**src/rtl/irq_arb_pkg.sv**
```systemverilog
package irq_arb_pkg;
  localparam int PRIO_W = 3;
  typedef logic [PRIO_W-1:0] prio_t;

  // keep only the low priority bits of a written value
  function automatic prio_t keep_low(input logic [31:0] v);
    return v[PRIO_W-1:0];
  endfunction

  // strict comparison used for threshold and for replacing the current best
  function automatic logic outranks(input prio_t cand, input prio_t ref_p);
    return cand > ref_p;
  endfunction

  // completion identifier range check
  function automatic logic id_in_range(input logic [31:0] id, input int n);
    return id < 32'(n);
  endfunction
endpackage

```
**src/rtl/irq_arb_cfg.sv**
```systemverilog
module irq_arb_cfg
  import irq_arb_pkg::*;
#(
  parameter int NUM_SRC = 32,
  parameter int NUM_CTX = 2,
  parameter int WDATA_W = 8,
  localparam int ID_W   = $clog2(NUM_SRC),
  localparam int CTX_W  = (NUM_CTX > 1) ? $clog2(NUM_CTX) : 1
) (
  input  logic                              clk,
  input  logic                              rst_n,
  input  logic                              prio_we,
  input  logic [ID_W-1:0]                   prio_sel,
  input  logic [WDATA_W-1:0]                prio_wdata,
  input  logic                              en_we,
  input  logic [CTX_W-1:0]                  en_ctx,
  input  logic [NUM_SRC-1:0]                en_wdata,
  input  logic                              thr_we,
  input  logic [CTX_W-1:0]                  thr_ctx,
  input  prio_t                             thr_wdata,
  output prio_t [NUM_SRC-1:0]               prio_o,
  output logic  [NUM_CTX-1:0][NUM_SRC-1:0]  en_o,
  output prio_t [NUM_CTX-1:0]               thr_o
);
  prio_t [NUM_SRC-1:0]              prio_q;
  logic  [NUM_CTX-1:0][NUM_SRC-1:0] en_q;
  prio_t [NUM_CTX-1:0]              thr_q;

  always_ff @(posedge clk) begin
    if (!rst_n) begin
      prio_q <= '0;
    end else if (prio_we) begin
      prio_q[prio_sel] <= keep_low(32'(prio_wdata));
    end
  end

  for (genvar c = 0; c < NUM_CTX; c++) begin : g_ctx
    always_ff @(posedge clk) begin
      if (!rst_n) begin
        en_q[c]  <= '0;
        thr_q[c] <= '0;
      end else begin
        if (en_we && (32'(en_ctx) == c))
          en_q[c] <= en_wdata;
        if (thr_we && (32'(thr_ctx) == c))
          thr_q[c] <= thr_wdata;
      end
    end
  end

  assign prio_o = prio_q;
  assign en_o   = en_q;
  assign thr_o  = thr_q;
endmodule

```
**src/rtl/irq_arb_track.sv**
```systemverilog
module irq_arb_track #(
  parameter int NUM_SRC = 32
) (
  input  logic               clk,
  input  logic               rst_n,
  input  logic [NUM_SRC-1:0] src_req,
  input  logic [NUM_SRC-1:0] take_set,
  input  logic [NUM_SRC-1:0] release_clr,
  output logic [NUM_SRC-1:0] pending_o,
  output logic [NUM_SRC-1:0] claimed_o
);
  logic [NUM_SRC-1:0] req_q, pending_q, claimed_q;
  logic [NUM_SRC-1:0] rise_w, fall_w;

  assign rise_w = src_req & ~req_q;
  assign fall_w = ~src_req & req_q;

  always_ff @(posedge clk) begin
    if (!rst_n) begin
      req_q     <= '0;
      pending_q <= '0;
      claimed_q <= '0;
    end else begin
      req_q     <= src_req;
      // claim clears first; a new input edge is applied on top of it
      pending_q <= ((pending_q & ~take_set) | rise_w) & ~fall_w;
      claimed_q <= (claimed_q & ~release_clr) | take_set;
    end
  end

  assign pending_o = pending_q;
  assign claimed_o = claimed_q;
endmodule

```
**src/rtl/irq_arb_pick.sv**
```systemverilog
module irq_arb_pick
  import irq_arb_pkg::*;
#(
  parameter int NUM_SRC = 32,
  localparam int ID_W   = $clog2(NUM_SRC)
) (
  input  logic  [NUM_SRC-1:0] cand,
  input  prio_t [NUM_SRC-1:0] prio,
  input  prio_t               thr,
  output logic  [ID_W-1:0]    best_id,
  output logic                any
);
  prio_t best_p;

  always_comb begin
    best_id = '0;
    best_p  = thr;
    // ascending scan, replace only on strictly higher priority
    for (int i = 1; i < NUM_SRC; i++) begin
      if (cand[i] && outranks(prio[i], best_p)) begin
        best_id = ID_W'(i);
        best_p  = prio[i];
      end
    end
  end

  assign any = (best_id != '0);
endmodule

```
**src/rtl/irq_claim_arbiter.sv**
```systemverilog
module irq_claim_arbiter
  import irq_arb_pkg::*;
#(
  parameter int NUM_SRC = 32,
  parameter int NUM_CTX = 2,
  parameter int WDATA_W = 8,
  parameter int CIDX_W  = 8,
  localparam int ID_W   = $clog2(NUM_SRC),
  localparam int CTX_W  = (NUM_CTX > 1) ? $clog2(NUM_CTX) : 1
) (
  input  logic                 clk,
  input  logic                 rst_n,
  input  logic [NUM_SRC-1:0]   src_req,
  input  logic                 prio_we,
  input  logic [ID_W-1:0]      prio_sel,
  input  logic [WDATA_W-1:0]   prio_wdata,
  input  logic                 en_we,
  input  logic [CTX_W-1:0]     en_ctx,
  input  logic [NUM_SRC-1:0]   en_wdata,
  input  logic                 thr_we,
  input  logic [CTX_W-1:0]     thr_ctx,
  input  logic [2:0]           thr_wdata,
  input  logic                 claim_req,
  input  logic [CTX_W-1:0]     claim_ctx,
  output logic                 claim_valid,
  output logic [ID_W-1:0]      claim_id,
  input  logic                 cmpl_req,
  input  logic [CIDX_W-1:0]    cmpl_id,
  output logic [NUM_CTX-1:0]   notify
);
  prio_t [NUM_SRC-1:0]              prio_w;
  logic  [NUM_CTX-1:0][NUM_SRC-1:0] en_w;
  prio_t [NUM_CTX-1:0]              thr_w;
  logic  [NUM_SRC-1:0]              pending_w, claimed_w;
  logic  [NUM_SRC-1:0]              take_set_w, release_clr_w;
  logic  [NUM_CTX-1:0][ID_W-1:0]    best_w;
  logic  [NUM_CTX-1:0]              any_w;
  logic  [ID_W-1:0]                 winner_w;
  logic                             cmpl_ok_w;

  irq_arb_cfg #(.NUM_SRC(NUM_SRC), .NUM_CTX(NUM_CTX), .WDATA_W(WDATA_W)) cfg_i (
    .clk(clk), .rst_n(rst_n),
    .prio_we(prio_we), .prio_sel(prio_sel), .prio_wdata(prio_wdata),
    .en_we(en_we), .en_ctx(en_ctx), .en_wdata(en_wdata),
    .thr_we(thr_we), .thr_ctx(thr_ctx), .thr_wdata(prio_t'(thr_wdata)),
    .prio_o(prio_w), .en_o(en_w), .thr_o(thr_w)
  );

  irq_arb_track #(.NUM_SRC(NUM_SRC)) track_i (
    .clk(clk), .rst_n(rst_n), .src_req(src_req),
    .take_set(take_set_w), .release_clr(release_clr_w),
    .pending_o(pending_w), .claimed_o(claimed_w)
  );

  for (genvar c = 0; c < NUM_CTX; c++) begin : g_pick
    logic [NUM_SRC-1:0] cand_w;
    // source 0 is reserved and masked out here
    assign cand_w = pending_w & ~claimed_w & en_w[c] & {{(NUM_SRC-1){1'b1}}, 1'b0};
    irq_arb_pick #(.NUM_SRC(NUM_SRC)) pick_i (
      .cand(cand_w), .prio(prio_w), .thr(thr_w[c]),
      .best_id(best_w[c]), .any(any_w[c])
    );
  end

  assign notify    = any_w;
  assign winner_w  = claim_req ? best_w[claim_ctx] : '0;
  assign cmpl_ok_w = cmpl_req && id_in_range(32'(cmpl_id), NUM_SRC);

  always_comb begin
    take_set_w    = '0;
    release_clr_w = '0;
    if (winner_w != '0)
      take_set_w[winner_w] = 1'b1;
    if (cmpl_ok_w)
      release_clr_w[cmpl_id[ID_W-1:0]] = 1'b1;
  end

  always_ff @(posedge clk) begin
    if (!rst_n) begin
      claim_valid <= 1'b0;
      claim_id    <= '0;
    end else begin
      claim_valid <= claim_req;
      claim_id    <= winner_w;
    end
  end
endmodule

```
**config.mk**
```make
export PLATFORM = sky130hd
export DESIGN_NAME = irq_claim_arbiter
export DESIGN_NICKNAME = d
export VERILOG_FILES = /design/src/rtl/irq_arb_pkg.sv /design/src/rtl/irq_arb_cfg.sv /design/src/rtl/irq_arb_track.sv /design/src/rtl/irq_arb_pick.sv /design/src/rtl/irq_claim_arbiter.sv
export SDC_FILE = /design/constraint.sdc
export NUM_CORES = 1
export LEC_CHECK = 0
export ABC_AREA = 1
export CAP_MARGIN = 20
export CORE_UTILIZATION = 30
export CTS_BUF_LIST = sky130_fd_sc_hd__clkbuf_4 sky130_fd_sc_hd__clkbuf_8
export CTS_CLUSTER_SIZE = 40
export DETAILED_ROUTE_END_ITERATION = 10
export PLACE_DENSITY = 0.52
export SYNTH_ARGS = -nofsm -noshare
export SYNTH_HDL_FRONTEND = slang
export SYNTH_SLANG_ARGS = --single-unit
```
**constraint.sdc**
```tcl
create_clock -name clk -period 35.5 [get_ports clk]
set_input_delay 7.1 -clock clk [delete_from_list [all_inputs] [get_ports clk]]
set_output_delay 7.1 -clock clk [all_outputs]
set_load 0.005 [all_outputs]
```
==> results.sh <==
export IMPL_post_route_period_util=1.010
export IMPL_finalPower_w=0.0008664
export IMPL_async_flop_share=0
export IMPL_die_area_um2=60730
export IMPL_skew_ns=0.02114
export IMPL_drc=0
export IMPL_hold_path_depth=2
export IMPL_cts_clk_slew_worst_paths_ns=0.07
export IMPL_synth_simple_gate_area_frac=0.3455
export IMPL_preCtsSetupSlack_ns=-3.557
export IMPL_worstSetupPathType="reg -> out"
export IMPL_syn_nets=2777
export IMPL_core_um2=59020
export IMPL_fmax_ghz=0.02788
export IMPL_clockRootBuffer="clkbuf_8"
export IMPL_ff_latch_area_um2=5213
export IMPL_dp_hpwl_mm=46.30
export IMPL_hold_viol=0
export IMPL_maxCapViolCount=0
export IMPL_synth_top_family_by_area="simple AND/OR/NAND/NOR gates"
export IMPL_setup_viol=2
export IMPL_reg2reg_depth=224
export IMPL_synth_xor_area_share=0
export IMPL_critical_path_startpoint="cfg_i.prio_o[5]$_SDFFE_PN0P_"
export IMPL_gp_congestion=0.8850
export IMPL_nFillCells=5931
export IMPL_synthesis_instances=2605
export IMPL_synth_compound_area_frac=0.2087
export IMPL_cts_buffers=50
export IMPL_gr_usage_met2=0.3552
export IMPL_netlist_area_um2=17920
export IMPL_avgSynthCellArea_um2=6.880
export IMPL_multiInputGateArea_um2=12950
export IMPL_port_buffers=98
export IMPL_tightest_slew_ns=1.079
export IMPL_power_share_clock=0.383
export IMPL_drive_gt1_frac=0.3986
export IMPL_cpMostUsedCell="nand2_4"
export IMPL_wl_per_cell_um=16.50
export IMPL_wl_mm=65.91
export IMPL_seq_power_share=0.359
export IMPL_clockBufferDepth=3
export IMPL_intPower_w=0.0005914
export IMPL_status="complete, but fails checks"
export IMPL_nNetsFinal=3353
export IMPL_grt_pass1_wl_mm=101.4
export IMPL_drt_iter0_drc=1070
export IMPL_cp_slowest_cell="dfxtp_4"
export IMPL_vias=19260
export IMPL_fin_crit_ns=35.87
export IMPL_switchingPower_w=0.0002750
export IMPL_synth_edff_count=0
export IMPL_start_kind="flop"
export IMPL_end_kind="primary output"
export IMPL_ys_types=57
export IMPL_swShare=0.3174
export IMPL_hold_class="reg -> reg"
export IMPL_cellPowerDensity_nw_per_um2=32.85
export IMPL_hp_start="cfg_i.en_o[53]$_SDFFE_PN0P_"
export IMPL_cts_tree="built"
export IMPL_violations="negative setup slack"
export IMPL_grt_max_degree=89
export IMPL_synthFlopType="dfxtp_1"
export IMPL_cts_sinks=260
export IMPL_p_leak_nw=12.08
export IMPL_ys_ff_latch=260
export IMPL_holdPathEnd="cfg_i.en_o[53]$_SDFFE_PN0P_"
export IMPL_num_rows=89
export IMPL_io_pins=106
export IMPL_worst_r2r_setup_slack_ns=6.52
export IMPL_grt_use_met3=0.03257
export IMPL_clk_latency_ns=0.65
export IMPL_antenna_left=0
export IMPL_busiest_layer="met2"
export IMPL_synth_warnings=0
export IMPL_slew_headroom=0.2810
export IMPL_start_util=0.3037
export IMPL_path_max_fanout=5
export IMPL_synth_fa_ha_area_frac=0.05166
export IMPL_first_global_vias=19150
export IMPL_rr_startpoint="cfg_i.prio_o[5]$_SDFFE_PN0P_"
export IMPL_via_per_inst=4.821
export IMPL_mostFrequentLayoutCells="buf_4 (474), inv_1 (347), nand2_1 (287)"
export IMPL_antenna_found_initial=3
export IMPL_final_common_cell="buf_4"
export IMPL_die_y_um=246.4
export IMPL_critical_path_arrival_ns=28.77
export IMPL_max_stage_delay_ns=0.36
export IMPL_track_usage=0.2130
export IMPL_finalMaxSlewViolations=0
export IMPL_power_frac_comb=0.258
export IMPL_required_ns=28.40
export IMPL_die_w_um=246.4
export IMPL_overflow=0
export IMPL_setup_slack_ns=-0.3724
export IMPL_rsz0062_at_grt="yes"
export IMPL_r2r_end="track_i.pending_o[9]$_SDFF_PN0_"
export IMPL_synth_area_mux_share=0
export IMPL_synthToLayoutAreaGrowth_pct=47.16
export IMPL_dr_pass1_iters=5
export IMPL_htree_levels=2
export IMPL_ir_drop_uv=22.96
export IMPL_yosysSeqAreaShare=0.2904
export IMPL_grt_use_met1=0.2726
export IMPL_finalHoldWorstSlack_ns=0.4621
==> per-stage QoR <==
stage	instances	TNS [ns]	util	cell area [um2]
5_1_grt	3995	-4.023	0.4469	26380
3_5_place_dp	3774	-7.034	0.3766	22230
2_1_floorplan	2605	-0.01516	-	17930
3_3_place_gp	3774	-6.189	0.3766	22230
4_1_cts	3963	-0.7905	0.4277	25240
6_report	3995	-0.4166	0.4469	26380
==> worst max-delay path by stage <==
stage	to	slack (ns)	cells past startpoint
after global routing	notify[1]	-2.12	221
after floorplan	notify[1]	-0.02	202
after global placement	notify[1]	-3.20	198
after CTS	notify[1]	-0.58	233
final	notify[1]	-0.37	217
after detailed placement	notify[1]	-3.56	199
==> area by class of cell <==
cell class,instances,share of cell area
diodes,1,0.00009487
inverters,408,0.06024
repair buffers,575,0.1727
clock buffers,74,0.03553
well taps,773,0.03667
clock inverters,18,0.005977
multi-input cells,1886,0.4912
flip-flops and latches,260,0.1976
==> repair_timing <==
action                     CTS  global route
hold buffers                 0             0
pin swaps                  246           140
gates resized for setup    326           125
setup endpoints to repair    2             2
buffers inserted            97            31
==> worst max-delay path: cells and delay by family, from the launching register on <==
family	cells	cell delay, ns
flops	1	0.36
buf+inv	22	1.72
compound gates	56	8.19
simple gates	108	9.98
fa+ha+maj	31	7.73
==> registers in the layout, summed over array words and instances (netlist names) <==
| name | count |
|---|---|
| claim_id | 5 |
| track_i.claimed_o | 31 |
| cfg_i.prio_o | 93 |
| cfg_i.thr_o | 6 |
| claim_valid | 1 |
| cfg_i.en_o | 62 |
| track_i.req_q | 31 |
| track_i.pending_o | 31 |
==> cells in the mapped netlist, drive strengths merged, types with 8 or more instances <==
| cell | number | share of area |
|---|---|---|
| nand2 | 552 | 0.16 |
| inv | 397 | 0.085 |
| o21ai | 356 | 0.10 |
| nand3 | 277 | 0.10 |
| nor2 | 274 | 0.064 |
| dfxtp | 260 | 0.29 |
| a21oi | 228 | 0.075 |
| ha | 74 | 0.052 |
| clkbuf | 47 | 0.012 |
| nor3 | 44 | 0.013 |
| o21bai | 13 | 0.0080 |
| a31oi | 12 | 0.0045 |
| clkinv | 9 | 0.0022 |
| o31ai | 8 | 0.0034 |
==> power by group through the flow <==
stage | logic [W] | clock network [W] | registers (W)
finish | 0.000223 | 0.000332 | 0.000311
global route | 0.000243 | 0.000353 | 0.000312
CTS | 0.000205 | 0.000341 | 0.000311
detailed placement | 0.000180 | 0 | 0.000317
global placement | 0.000176 | 0 | 0.000317
floorplan | 0.000107 | 0 | 0.000315
==> layer usage <==
| metal | share of wire | vias up | routed length (um) |
|---|---|---|---|
| met3 | 0.049 | 130 | 3225 |
| met4 | 0.037 | 0 | 2462 |
| met2 | 0.46 | 433 | 30400 |
| met5 | 0 | - | 0 |
| li1 | - | 9748 | - |
| met1 | 0.45 | 8948 | 29830 |
==> cells by family (layout without fill, tap and decap cells) <==
family,after synthesis,in the layout
buf+inv,459,1075
simple gates,1161,1161
fa+ha+maj,74,74
other cells,0,1
compound gates,651,651
flops,260,260
(Power assumes the default switching activity.)
